--- src/rtl/stc_pkg.sv ---
// Package stc_pkg
// Shared sizing for the timer compare unit. Assumes a single clock domain
// and that all time arithmetic is unsigned and modulo 2^TIME_W.
package stc_pkg;
    parameter int unsigned TIME_W = 64;
    localparam int unsigned NUM_CH = 2;

    // Channel index: which pending level a channel drives
    typedef enum logic [0:0] {
        CH_SUPV  = 1'b0,
        CH_GUEST = 1'b1
    } chan_e;
endpackage

--- src/rtl/stc_cmp_reg.sv ---
// Module stc_cmp_reg
// Holds one software-written compare value. Exposes both the stored value
// and the value it will hold after the current edge, so that a write is
// visible to the comparator in the same cycle. Assumes synchronous
// active-low reset to zero.
module stc_cmp_reg #(
    parameter int unsigned W = 64
) (
    input  logic         clk,
    input  logic         rst_n,
    input  logic         wr_en,
    input  logic [W-1:0] wr_data,
    output logic [W-1:0] cmp_q,
    output logic [W-1:0] cmp_next
);
    // Select the value the register takes on this edge
    always_comb begin
        cmp_next = wr_en ? wr_data : cmp_q;
    end

    // Store the compare value, cleared by reset
    always_ff @(posedge clk) begin
        if (!rst_n) begin
            cmp_q <= '0;
        end else begin
            cmp_q <= cmp_next;
        end
    end


    hold_no_write_chk: assert property (@(posedge clk) disable iff (!rst_n)
        !wr_en |=> (cmp_q == $past(cmp_q)));
endmodule

--- src/rtl/stc_offset_add.sv ---
// Module stc_offset_add
// Produces the compared time: raw time plus an offset, modulo 2^W. The
// carry out of the top bit is discarded on purpose. Purely combinational.
module stc_offset_add #(
    parameter int unsigned W = 64
) (
    input  logic [W-1:0] time_in,
    input  logic [W-1:0] offset_in,
    output logic [W-1:0] eff_time
);
    // Wrapping add; the result width truncates the carry
    always_comb begin
        eff_time = time_in + offset_in;
    end
endmodule

--- src/rtl/stc_ge_cmp.sv ---
// Module stc_ge_cmp
// Unsigned greater-or-equal comparison of two W-bit values, split into an
// upper and lower half to shorten the carry chain. Assumes W >= 2.
module stc_ge_cmp #(
    parameter int unsigned W = 64
) (
    input  logic [W-1:0] a,
    input  logic [W-1:0] b,
    output logic         a_ge_b
);
    localparam int unsigned LO_W = W / 2;
    localparam int unsigned HI_W = W - LO_W;

    logic hi_gt, hi_eq, lo_ge;

    // Compare halves independently, then merge
    always_comb begin
        hi_gt  = a[W-1:LO_W] > b[W-1:LO_W];
        hi_eq  = a[W-1:LO_W] == b[W-1:LO_W];
        lo_ge  = a[LO_W-1:0] >= b[LO_W-1:0];
        a_ge_b = hi_gt | (hi_eq & lo_ge);
    end

    // Guard against a degenerate split
    initial begin
        if (HI_W == 0 || LO_W == 0) $error("stc_ge_cmp needs W >= 2");
    end
endmodule

--- src/rtl/stc_channel.sv ---
// Module stc_channel
// One timer compare channel: compare register, offset adder, comparator and
// the registered pending level. The pending level is recomputed every
// cycle, never latched. Assumes the caller ties offset_in to zero for a
// channel that compares raw time.
module stc_channel #(
    parameter int unsigned W = 64
) (
    input  logic         clk,
    input  logic         rst_n,
    input  logic [W-1:0] time_in,
    input  logic [W-1:0] offset_in,
    input  logic         wr_en,
    input  logic [W-1:0] wr_data,
    output logic         pend_o
);
    logic [W-1:0] cmp_q, cmp_next, eff_time;
    logic         reached;
    logic         pend_q;

    stc_cmp_reg #(.W(W)) cmp_reg_i (
        .clk      (clk),
        .rst_n    (rst_n),
        .wr_en    (wr_en),
        .wr_data  (wr_data),
        .cmp_q    (cmp_q),
        .cmp_next (cmp_next)
    );

    stc_offset_add #(.W(W)) add_i (
        .time_in   (time_in),
        .offset_in (offset_in),
        .eff_time  (eff_time)
    );

    stc_ge_cmp #(.W(W)) ge_i (
        .a      (eff_time),
        .b      (cmp_next),
        .a_ge_b (reached)
    );

    // Register the pending level one edge after its inputs
    always_ff @(posedge clk) begin
        if (!rst_n) begin
            pend_q <= 1'b0;
        end else begin
            pend_q <= reached;
        end
    end

    assign pend_o = pend_q;


    reset_clear_chk: assert property (@(posedge clk)
        !rst_n |=> (cmp_q == '0 && !pend_q));


    past_write_chk: assert property (@(posedge clk) disable iff (!rst_n)
        (wr_en && (time_in + offset_in) >= wr_data) |=> pend_q);


    future_write_chk: assert property (@(posedge clk) disable iff (!rst_n)
        (wr_en && (time_in + offset_in) < wr_data) |=> !pend_q);


    level_drop_chk: assert property (@(posedge clk) disable iff (!rst_n)
        (!wr_en && (time_in + offset_in) < cmp_q) |=> !pend_q);


    allones_wrap_chk: assert property (@(posedge clk) disable iff (!rst_n)
        (!wr_en && cmp_q == '1 && (time_in + offset_in) != '1) |=> !pend_q);
endmodule

--- src/rtl/stc_timer_cmp.sv ---
// Module stc_timer_cmp
// Top of the timer compare unit: a supervisor channel comparing raw time
// and a guest channel comparing time plus offset. Assumes time_i is
// produced elsewhere in the same clock domain.
module stc_timer_cmp #(
    parameter int unsigned TIME_W = stc_pkg::TIME_W
) (
    input  logic              clk,
    input  logic              rst_n,
    input  logic [TIME_W-1:0] time_i,
    input  logic [TIME_W-1:0] vs_offset_i,
    input  logic              s_cmp_we_i,
    input  logic [TIME_W-1:0] s_cmp_wdata_i,
    input  logic              vs_cmp_we_i,
    input  logic [TIME_W-1:0] vs_cmp_wdata_i,
    output logic              s_pend_o,
    output logic              vs_pend_o
);
    import stc_pkg::*;

    logic [TIME_W-1:0] ch_off   [NUM_CH];
    logic              ch_we    [NUM_CH];
    logic [TIME_W-1:0] ch_wdata [NUM_CH];
    logic              ch_pend  [NUM_CH];

    // Route per-channel inputs; supervisor channel sees zero offset
    always_comb begin
        ch_off[CH_SUPV]    = '0;
        ch_we[CH_SUPV]     = s_cmp_we_i;
        ch_wdata[CH_SUPV]  = s_cmp_wdata_i;
        ch_off[CH_GUEST]   = vs_offset_i;
        ch_we[CH_GUEST]    = vs_cmp_we_i;
        ch_wdata[CH_GUEST] = vs_cmp_wdata_i;
    end

    for (genvar g = 0; g < NUM_CH; g++) begin : g_ch
        stc_channel #(.W(TIME_W)) chan_i (
            .clk       (clk),
            .rst_n     (rst_n),
            .time_in   (time_i),
            .offset_in (ch_off[g]),
            .wr_en     (ch_we[g]),
            .wr_data   (ch_wdata[g]),
            .pend_o    (ch_pend[g])
        );
    end

    assign s_pend_o  = ch_pend[CH_SUPV];
    assign vs_pend_o = ch_pend[CH_GUEST];


    supv_raw_time_chk: assert property (@(posedge clk) disable iff (!rst_n)
        (s_cmp_we_i && time_i >= s_cmp_wdata_i) |=> s_pend_o);
endmodule

--- config.mk ---
export PLATFORM = sky130hd
export DESIGN_NAME = stc_timer_cmp
export DESIGN_NICKNAME = d
export VERILOG_FILES = /design/src/rtl/stc_pkg.sv /design/src/rtl/stc_cmp_reg.sv /design/src/rtl/stc_offset_add.sv /design/src/rtl/stc_ge_cmp.sv /design/src/rtl/stc_channel.sv /design/src/rtl/stc_timer_cmp.sv
export SDC_FILE = /design/constraint.sdc
export NUM_CORES = 1
export LEC_CHECK = 0
export BUFFER_PORTS_ARGS = -buffer_cell sky130_fd_sc_hd__buf_2
export CAP_MARGIN = 10
export CORE_UTILIZATION = 50
export DETAILED_ROUTE_END_ITERATION = 7
export GPL_ROUTABILITY_DRIVEN = 0
export PLACE_DENSITY = 0.8
export SLEW_MARGIN = 0
export SYNTH_ARGS = -nofsm -noshare
export SYNTH_HDL_FRONTEND = slang
export SYNTH_SLANG_ARGS = --single-unit
--- constraint.sdc ---
create_clock -name clk -period 5.1 [get_ports clk]
set_clock_uncertainty 0.2 [all_clocks]
set_input_delay 0.51 -clock clk [delete_from_list [all_inputs] [get_ports clk]]
set_output_delay 0.51 -clock clk [all_outputs]
set_load 0.01 [all_outputs]
==> qor.txt, run 1 <==
Core Rows - 54
endpoints failing setup - 0
Max Cap Viol - 0
routed wire length - 31000 um
clock buffer depth - 2
GRT overflow - 0
Worst-Skew Late Latency - 430 ps
clock sinks - 130
critical path startpoint - time_i[0]
crit path DAT - 4850 ps
core area - 0.0219 mm2
Starting Density - 51.3%
DRT iter0 DRCs - 760
Post-Syn Area per Cell - 8.86 um2
yosys warns - 0
Final Slew Violations - 0
Die ar. - 0.0231 mm2
clock tree root driver cell - clkbuf_16
pin count of the biggest net entering global routing - 54
Max VDD drop - 0.000210 V
EDFF count, synth - 0
Vias/cell - 5.70
post-synthesis sequential area ratio - 23.2%
switching portion of total power - 33.2%
Leak - 6.59 nW
setup slack, reg-to-reg - 1850 ps
outcome - finished, final reports clean
critical path class - in -> reg
Clk pwr share - 35.7%
RSZ-0062 raised after global routing - false
Area Overhead vs Synth - 20.0%
DP Worst Slack - -351 ps
Setup WS post-layout - 352 ps
Pwr Density - 275 mW/mm2
vias in the first global route - 10300
Synth Net Count - 1719
via count - 10300
synth top area cells - dfxtp_1, ha_1, mux2i_1
Die X-Extent - 152 um
area share of the largest cell type after synthesis - 23.2%
worst-path fanout max - 3
Design Power - 0.00370 W
remaining antenna violation count after routing - 0
post-synthesis cell count - 1267
CTS H-Tree Depth - 4
Worst Hold Margin - 170 ps
Top Ports - 262
Die H - 152 um
Core Util, Final - 61.5%
synth unique cells - 60
global-route wire length before repair - 50000 um
Startpoint Class - primary input
wire length per cell - 17.1 um
CP Capture Type - flip-flop
Post-synth ARST share - 0%
Worst slew margin - 45.7%
share of cells above drive strength 1 - 21.3%
TritonRoute pass-1 iters - 6
Primary FF master, synth - dfxtp_1
DRC viols - 0
cts bufs inserted - 17
Max Fclk - 211 MHz
Worst R2R End - g_ch[0].chan_i.pend_o$_SDFF_PN0_
fin crit period - 4750 ps
fin crit share - 93.1%
cell taking the most area after synthesis - dfxtp_1
worst-margin pin slew - 815 ps
dpl hpwl - 25100 um
final hold vios - 0
Int Power - 0.00247 W
clock slew at reported path FFs - 60 ps
Mapped Area - 0.0112 mm2
fill cell count - 1861
flops & latches, synth - 130
Layout Nets - 1967
most frequent cell after synthesis - ha_1
All-Layer GR Usage - 26.6%
Worst Hold Class - in -> reg
Comb pwr share - 34.7%
initial antenna violation count - 0
port bufs - 261
R2R depth - 9
final instance count without filler cells - 1809
RR Startpoint - g_ch[0].chan_i.cmp_reg_i.cmp_q[63]$_SDFF_PN0_
CTS tree - built
Flop pwr share - 29.6%
placed cell count - 1776
commonest cells in the netlist - ha_1, nor2b_1, dfxtp_1
Critical Path RT - 5200 ps
P_sw - 0.00123 W
worst setup path end - g_ch[1].chan_i.pend_o$_SDFF_PN0_
-- metrics by stage --
step / setup TNS, ps / cell area (um2)
4_1_cts: 0 / 13400
5_1_grt: 0 / 13500
3_3_place_gp: -199 / 12800
3_5_place_dp: -351 / 12800
2_1_floorplan: 0 / 11200
6_report: 0 / 13500
-- sequential cells by signal, indices dropped and copies added, names as in the netlist --
register,flops
g_ch.chan_i.cmp_reg_i.cmp_q,128
g_ch.chan_i.pend_o,2
-- worst max-delay path, stage by stage --
cell and delay [ps]:
buf_2 90, ha_1 160, inv_1 50, fa_1 410
and2b_1 230, o2111ai_1 190, a2111oi_4 390, o21ai_2 140
a2111oi_4 400, o21ai_1 100, o211a_2 140, buf_4 130
o41ai_1 410, xor2_1 130, ha_1 290, nand4_1 110
nor4_2 360, nand3_1 170, a2111oi_2 310, a21oi_1 100
-- how the worst min path moves through the flow --
stage / start / to / slack (ps) / cells past startpoint
floorplan: g_ch[0].chan_i.cmp_reg_i.cmp_q[10]$_SDFF_PN0_ / g_ch[0].chan_i.cmp_reg_i.cmp_q[10]$_SDFF_PN0_ / 280 / 2
global placement: g_ch[0].chan_i.cmp_reg_i.cmp_q[9]$_SDFF_PN0_ / g_ch[0].chan_i.cmp_reg_i.cmp_q[9]$_SDFF_PN0_ / 300 / 2
detailed placement: g_ch[0].chan_i.cmp_reg_i.cmp_q[30]$_SDFF_PN0_ / g_ch[0].chan_i.cmp_reg_i.cmp_q[30]$_SDFF_PN0_ / 310 / 2
CTS: s_cmp_wdata_i[4] / g_ch[0].chan_i.cmp_reg_i.cmp_q[4]$_SDFF_PN0_ / 160 / 3
global route: s_cmp_wdata_i[7] / g_ch[0].chan_i.cmp_reg_i.cmp_q[7]$_SDFF_PN0_ / 180 / 3
finish: s_cmp_wdata_i[3] / g_ch[0].chan_i.cmp_reg_i.cmp_q[3]$_SDFF_PN0_ / 170 / 3
-- metal layers --
layer  wire (um)  vias to the layer above  track usage (%)
met5           0                        -                0
met4         866                        0             10.0
met3        1900                       65             5.33
met2       14300                      363             44.5
met1       13900                     4704             33.6
li1            -                     5176                -
-- power by group through the flow --
| stage | registers [W] | clock network (W) | logic [W] |
|---|---|---|---|
| floorplan | 0.00111 | 0 | 0.000893 |
| global placement | 0.00111 | 0 | 0.00122 |
| detailed placement | 0.00112 | 0 | 0.00126 |
| CTS | 0.00109 | 0.00134 | 0.00127 |
| global route | 0.00110 | 0.00139 | 0.00143 |
| finish | 0.00109 | 0.00132 | 0.00129 |
-- cell families after synthesis --
logic type,count (synthesis),share of synthesized area (%)
mux,131,11.7
fa+ha+maj,192,21.5
flops,130,23.2
buf+inv,76,2.63
compound gates,320,18.7
xor+xnor,58,4.53
simple gates,360,17.7
-- final cells by class --
cell class | instances | area (um2) | share of cell area, %
Multi-Input combinational cell | 1061 | 8360 | 62.0
Inverter | 29 | 109 | 0.808
Sequential cell | 130 | 2600 | 19.3
Tap cell | 280 | 350 | 2.60
Antenna cell | 1 | 2.50 | 0.0186
Timing Repair Buffer | 276 | 1420 | 10.6
Clock buffer | 19 | 453 | 3.36
Clock inverter | 13 | 173 | 1.28
-- timing repair --
action | 4_1_cts | 5_1_grt
setup endpoints to repair | 0 | 1
gates resized for setup | 0 | 6
setup buffers | 0 | 0
hold buffers | 0 | 0
-- cell usage in the layout (no fill, tap or decap), types with 37 or more instances in the layout --
cell type / netlist / final
ha_1: 191 / 191
nor2b_1: 140 / 140
nand2_1: 41 / 41
buf_2: 5 / 259
a21oi_1: 99 / 99
nand4_1: 39 / 39
a21o_1: 82 / 82
o21ai_0: 48 / 47
mux2i_1: 127 / 127
xnor2_1: 37 / 37
dfxtp_1: 130 / 130
nor2_1: 49 / 49
Power figures use the tool's default switching activity.
==> run 2, diff against run 1 <==
CORE_UTILIZATION = 54   (was 50)
PLACE_DENSITY = 0.82   (was 0.8)
SYNTH_HIERARCHICAL = 1   (was unset)
==> run 2 against run 1 <==
The flow now finishes with violations (DRC). Register-to-register slack better by 410 ps. Synthesized cell count rose by 58%. Highest routed layer is now met5. Critical path type unchanged. Via count is 53% higher.
==> qor.txt, run 2 <==
DRC viols - 3 (was 0)
Max Fclk - 213 MHz (was 211 MHz)
fin crit share - 92.0% (was 93.1%)
Post-Syn Area per Cell - 8.20 um2 (was 8.86 um2)
crit path DAT - 4810 ps (was 4850 ps)
EDFF count, synth - 0 (unchanged)
routed wire length - 47000 um (was 31000 um)
cell taking the most area after synthesis - ha_1 (was dfxtp_1)
Leak - 9.16 nW (was 6.59 nW)
Starting Density - 55.3% (was 51.3%)
Worst Hold Class - in -> reg (unchanged)
Worst-Skew Late Latency - 430 ps (about the same)
endpoints failing setup - 0 (unchanged)
Max VDD drop - 0.000216 V (was 0.000210 V)
outcome - complete, but fails checks (was finished, final reports clean)
Core Util, Final - 62.6% (was 61.5%)
hold depth - 3 (unchanged)
initial antenna violation count - 26 (was 0)
post-cts sizing count - 0 (unchanged)
clock slew at reported path FFs - 60 ps (about the same)
Critical Path RT - 5220 ps (was 5200 ps)
placed cell count - 2648 (was 1776)
Die ar. - 0.0312 mm2 (was 0.0231 mm2)
post-synthesis cell count - 2007 (was 1267)
Startpoint Class - primary input (unchanged)
vias in the first global route - 15500 (was 10300)
Pwr Density - 248 mW/mm2 (was 275 mW/mm2)
CTS H-Tree Depth - 4 (unchanged)
synth top area cells - ha_1, dfxtp_1, mux2_4 (was dfxtp_1, ha_1, mux2i_1)
Area Overhead vs Synth - 13.3% (was 20.0%)
RSZ-0062 raised after global routing - false (unchanged)
clock tree root driver cell - clkbuf_16 (unchanged)
clock sinks - 130 (unchanged)
clock buffer depth - 2 (unchanged)
RR Startpoint - g_ch[1].chan_i/cmp_reg_i/cmp_q[0]$_SDFF_PN0_ (was g_ch[0].chan_i.cmp_reg_i.cmp_q[63]$_SDFF_PN0_)
Core Rows - 63 (was 54)
most frequent cells in the layout - buf_2, ha_1, a21oi_1 (was buf_2, ha_1, nor2b_1)
Reg with most FFs - g_ch.chan_i/cmp_reg_i/cmp_q (was g_ch.chan_i.cmp_reg_i.cmp_q)
global-route wire length before repair - 74100 um (was 50000 um)
commonest cells in the netlist - ha_1, a21oi_1, inv_1 (was ha_1, nor2b_1, dfxtp_1)
max FFs per register - 128 (unchanged)
Die H - 177 um (was 152 um)
critical path class - in -> reg (unchanged)
CP Capture Type - flip-flop (unchanged)
All-Layer GR Usage - 29.7% (was 26.6%)
yosys warns - 6 (was 0)
Worst R2R End - g_ch[1].chan_i/pend_o$_SDFF_PN0_ (was g_ch[0].chan_i.pend_o$_SDFF_PN0_)
Mapped Area - 0.0165 mm2 (was 0.0112 mm2)
pin count of the biggest net entering global routing - 74 (was 54)
Hold Path Origin - s_cmp_wdata_i[62] (was s_cmp_wdata_i[3])
synth unique cells - 90 (was 60)
final hold vios - 0 (unchanged)
Max Cap Viol - 0 (unchanged)
Die X-Extent - 177 um (was 152 um)
Post-synth ARST share - 0% (unchanged)
setup TNS - 0 ps (unchanged)
R2R depth - 8 (was 9)
port bufs - 261 (unchanged)
fin crit period - 4690 ps (was 4750 ps)
final instance count without filler cells - 2696 (was 1809)
via count - 15700 (was 10300)
DRT iter0 DRCs - 1169 (was 760)
Top Ports - 262 (unchanged)
Worst Hold Endpoint - g_ch[0].chan_i/cmp_reg_i/cmp_q[62]$_SDFF_PN0_ (was g_ch[0].chan_i.cmp_reg_i.cmp_q[3]$_SDFF_PN0_)
most common cell after layout, fill and taps aside - buf_2 (unchanged)
# Post-CTS Setup Buffers - 0 (unchanged)
TritonRoute pass-1 iters - 8 (was 6)
dpl hpwl - 38400 um (was 25100 um)
core area - 0.0298 mm2 (was 0.0219 mm2)
Vias/cell - 5.84 (was 5.70)
GRT overflow - 0 (unchanged)
most frequent cell after synthesis - ha_1 (unchanged)
post-synthesis sequential area ratio - 15.8% (was 23.2%)
area share of the largest cell type after synthesis - 19.3% (was 23.2%)
CTS tree - built (unchanged)
setup slack, reg-to-reg - 2260 ps (was 1850 ps)
Final Slew Violations - 0 (unchanged)
Hold-fix buffers, CTS - 0 (unchanged)
worst-margin pin slew - 753 ps (was 815 ps)
Primary FF master, synth - dfxtp_1 (unchanged)
flops & latches, synth - 130 (unchanged)
cts bufs inserted - 17 (unchanged)
failing checks - DRC
share of cells above drive strength 1 - 20.3% (was 21.3%)
Layout Nets - 2793 (was 1967)
Worst slew margin - 49.8% (was 45.7%)
worst-path fanout max - 4 (was 3)
wire length per cell - 17.4 um (was 17.1 um)
remaining antenna violation count after routing - 0 (unchanged)
[run 2: cell types whose count changed in the layout (fill, tap and decap cells not counted), sizes merged, moves of 107 or more]
| cell | change |
|---|---|
| mux2 | +124 |
| nand2 | +107 |
| a21oi | +111 |
| mux2i | -127 |
| inv | +136 |
| nor2b | -125 |
| and2 | +127 |
[run 2: cell families after synthesis]
| family | synth area share (%) |
|---|---|
| AOI/OAI and AO/OA | 20.7 |
| xor gates and xnor gates | 6.49 |
| adders and majority gates | 19.5 |
| buffers and inverters | 7.40 |
| DFF | 15.8 |
| muxes | 11.5 |
| other | 0.0228 |
| and+or+nand+nor | 18.6 |
[run 2: where the power goes]
part           leakage (nW)  switching, W  internal [W]  total [W]
Sequential             1.07     0.0000173       0.00108    0.00110
Clock                 0.308      0.000499      0.000879    0.00138
Combinational          7.78       0.00120      0.000954    0.00216
[run 2: metal layers]
| layer | global-route usage (%) | wire length, um |
|---|---|---|
| met1 | 33.4 | 18400 |
| met2 | 52.7 | 22500 |
| met3 | 9.00 | 4600 |
| met4 | 10.2 | 1360 |
| met5 | 0 | 116 |
[run 2: worst max path at each step]
| stage | startpoint | to | slack, ps | cells past startpoint |
|---|---|---|---|---|
| after CTS | time_i[0] | g_ch[1].chan_i/pend_o$_SDFF_PN0_ | 520 | 20 |
| after detailed placement | time_i[0] | g_ch[1].chan_i/pend_o$_SDFF_PN0_ | 100 | 20 |
| final | time_i[0] | g_ch[1].chan_i/pend_o$_SDFF_PN0_ | 410 | 20 |
| after global routing | time_i[0] | g_ch[1].chan_i/pend_o$_SDFF_PN0_ | 160 | 20 |
| after floorplan | time_i[0] | g_ch[1].chan_i/pend_o$_SDFF_PN0_ | 610 | 19 |
| after global placement | time_i[0] | g_ch[1].chan_i/pend_o$_SDFF_PN0_ | 240 | 20 |
[run 2: worst max-delay path, cell delays in order]
cell and delay, ps:
buf_2 110, ha_1 230, fa_1 410, a21oi_1 260, nor2_2 100, nor4_4 370, nor4_2 100, nor2_2 160
buf_4 150, o2111a_1 310, o41ai_4 120, a31oi_1 260, xnor2_1 120, ha_1 290, nand4_1 140, nor4_1 490
nand3_1 180, nor3_1 220, a31oi_1 100, and2_1 150
[run 2: through the flow]
step / setup slack (ps) / power (W) / hold slack, ps / area, um2
finish: 408 / 0.00463 / 218 / 18700
global route: 163 / 0.00493 / 215 / 18600
CTS: 518 / 0.00457 / 207 / 18600
detailed placement: 95.9 / 0.00317 / 364 / 18000
global placement: 244 / 0.00308 / 361 / 18000
floorplan: 612 / 0.00271 / 350 / 16700
[run 2: layout make-up]
type | instances | area (um2)
Fill cell | 2641 | 11100
Multi-Input combinational cell | 1689 | 12900
Clock inverter | 10 | 181
Antenna cell | 16 | 40.0
Tap cell | 390 | 488
Inverter | 171 | 642
Sequential cell | 130 | 2600
Timing Repair Buffer | 268 | 1360
Clock buffer | 22 | 454
==> run 3, diff against run 2 <==
CTS_BUF_LIST = sky130_fd_sc_hd__clkbuf_4   (was unset)
==> run 3 against run 2 <==
The run now ends clean. Sequential share of layout area is 0.22 points higher. Non-clock buffer count unchanged. Count of clock-buffer cells in the layout shrank 1. Combinational power barely moved.
==> qor.txt, run 3 (synthesis gave the netlist of run 2 again) <==
remaining antenna violation count after routing - 0 (unchanged)
# Post-CTS Setup Buffers - 0 (unchanged)
Max Cap Viol - 0 (unchanged)
DRC viols - 0 (was 3)
Core Rows - 63 (unchanged)
clock sinks - 130 (unchanged)
Critical Path RT - 5370 ps (was 5220 ps)
port bufs - 261 (unchanged)
TritonRoute pass-1 iters - 7 (was 8)
fin crit share - 88.4% (was 92.0%)
setup slack, reg-to-reg - 2250 ps (was 2260 ps)
routed wire length - 46500 um (was 47000 um)
Starting Density - 55.3% (unchanged)
Hold-fix buffers, CTS - 0 (unchanged)
RSZ-0062 raised after global routing - false (unchanged)
CTS H-Tree Depth - 4 (unchanged)
clock slew at reported path FFs - 150 ps (was 60 ps)
Worst Hold Class - in -> reg (unchanged)
global-route wire length before repair - 73200 um (was 74100 um)
GRT overflow - 0 (unchanged)
Setup WS post-layout - 590 ps (was 408 ps)
Leak - 9.04 nW (was 9.16 nW)
All-Layer GR Usage - 29.3% (was 29.7%)
critical path class - in -> reg (unchanged)
Die ar. - 0.0312 mm2 (unchanged)
fin crit period - 4510 ps (was 4690 ps)
Startpoint Class - primary input (unchanged)
post-cts sizing count - 0 (unchanged)
final instance count without filler cells - 2698 (was 2696)
cts bufs inserted - 17 (unchanged)
wire length per cell - 17.2 um (was 17.4 um)
Final Slew Violations - 0 (unchanged)
R2R depth - 8 (unchanged)
clock buffer depth - 2 (unchanged)
Layout Nets - 2793 (unchanged)
Worst slew margin - 49.0% (was 49.8%)
dpl hpwl - 38400 um (unchanged)
core area - 0.0298 mm2 (unchanged)
DP Worst Slack - 95.9 ps (unchanged)
clock tree root driver cell - clkbuf_4 (was clkbuf_16)
outcome - finished, final reports clean (was complete, but fails checks)
CP Capture Type - flip-flop (unchanged)
most common cell after layout, fill and taps aside - buf_2 (unchanged)
crit path DAT - 4780 ps (was 4810 ps)
worst-path fanout max - 5 (was 4)
crit-path cells - buf_2 -> ha_1 -> o21ai_0 -> o21ai_1 -> nand3_1 -> a31o_2 -> a211oi_1 -> nor3_1 -> o31ai_1 -> a21oi_1 -> xnor2_1 -> ha_1 -> nand4_1 -> nor4_1 -> nand3_1 -> nor3_1 -> a31oi_1 -> and2_1 (was buf_2 -> ha_1 -> fa_1 -> a21oi_1 -> nor2_2 -> nor4_4 -> nor4_2 -> nor2_2 -> buf_4 -> o2111a_1 -> o41ai_4 -> a31oi_1 -> xnor2_1 -> ha_1 -> nand4_1 -> nor4_1 -> nand3_1 -> nor3_1 -> a31oi_1 -> and2_1)
pin count of the biggest net entering global routing - 74 (unchanged)
most frequent cells in the layout - buf_2, ha_1, a21oi_1 (unchanged)
crit-path max cell delay - 520 ps (was 490 ps)
Worst-Skew Late Latency - 590 ps (was 430 ps)
setup TNS - 0 ps (unchanged)
CTS tree - built (unchanged)
Critical-path top delay cell - o31ai_1 (was nor4_1)
Core Util, Final - 61.6% (was 62.6%)
hold depth - 3 (unchanged)
max FFs per register - 128 (unchanged)
placed cell count - 2648 (unchanged)
Pwr Density - 225 mW/mm2 (was 248 mW/mm2)
Die H - 177 um (unchanged)
Area Overhead vs Synth - 11.6% (was 13.3%)
Max VDD drop - 0.000162 V (was 0.000216 V)
final hold vios - 0 (unchanged)
via count - 15700 (about the same)
vias in the first global route - 15400 (was 15500)
Max Fclk - 222 MHz (was 213 MHz)
worst-margin pin slew - 764 ps (was 753 ps)
Reg with most FFs - g_ch.chan_i/cmp_reg_i/cmp_q (unchanged)
Vias/cell - 5.81 (was 5.84)
Top Ports - 262 (unchanged)
endpoints failing setup - 0 (unchanged)
share of cells above drive strength 1 - 20.4% (was 20.3%)
Die X-Extent - 177 um (unchanged)
initial antenna violation count - 27 (was 26)
DRT iter0 DRCs - 1066 (was 1169)
## run 3: cell count changes in the layout (fill, tap and decap cells not counted), sizes merged
cell / previous run / this run
clkbuf: 22 / 21
diode: 16 / 18
clkinv: 5 / 6
## run 3: layout make-up
| type | count | area, um2 |
|---|---|---|
| Timing Repair Buffer | 268 | 1360 |
| Antenna cell | 18 | 45.0 |
| Clock buffer | 21 | 158 |
| Multi-Input combinational cell | 1689 | 12900 |
| Clock inverter | 11 | 185 |
| Inverter | 171 | 642 |
| Fill cell | 2699 | 11400 |
| Sequential cell | 130 | 2600 |
| Tap cell | 390 | 488 |
## run 3: report_power, final
part	internal, W	total [W]	leakage, nW	switching (W)
logic	0.000953	0.00215	7.78	0.00119
clock network	0.000457	0.000896	0.185	0.000440
registers	0.00108	0.00110	1.07	0.0000172
total	0.00249	0.00414	9.04	0.00165
## run 3: critical path, delay by kind of cell
family	cells	cell delay, ps
adder cells (fa/ha/maj)	2	630
AO/OA/AOI/OAI	7	1860
AND/OR/NAND/NOR	7	1500
buffers and inverters	1	120
XOR/XNOR	1	160
## run 3: layer usage
layer  wire, um  vias up  track usage (%)
li1           -     7671                -
met2      21900      643             51.6
met4       1370       18             10.5
met1      18600     7229             33.1
met3       4460      123             8.87
met5        114        -                0
## run 3: per-stage QoR
| stage | total power [W] | instance area [um2] | hold WS, ps |
|---|---|---|---|
| detailed placement | 0.00317 | 18000 | 364 |
| floorplan | 0.00271 | 16700 | 350 |
| global placement | 0.00308 | 18000 | 361 |
| finish | 0.00414 | 18400 | 45.2 |
| global route | 0.00445 | 18300 | 19.6 |
| CTS | 0.00409 | 18300 | 7.71 |
## run 3: worst paths after layout
check,from,to
worst max-delay path,time_i[3],g_ch[1].chan_i/pend_o$_SDFF_PN0_
worst min-delay path,s_cmp_wdata_i[62],g_ch[0].chan_i/cmp_reg_i/cmp_q[62]$_SDFF_PN0_
worst max register to register,g_ch[1].chan_i/cmp_reg_i/cmp_q[0]$_SDFF_PN0_,g_ch[1].chan_i/pend_o$_SDFF_PN0_
worst min register to register,g_ch[1].chan_i/cmp_reg_i/cmp_q[49]$_SDFF_PN0_,g_ch[1].chan_i/cmp_reg_i/cmp_q[49]$_SDFF_PN0_
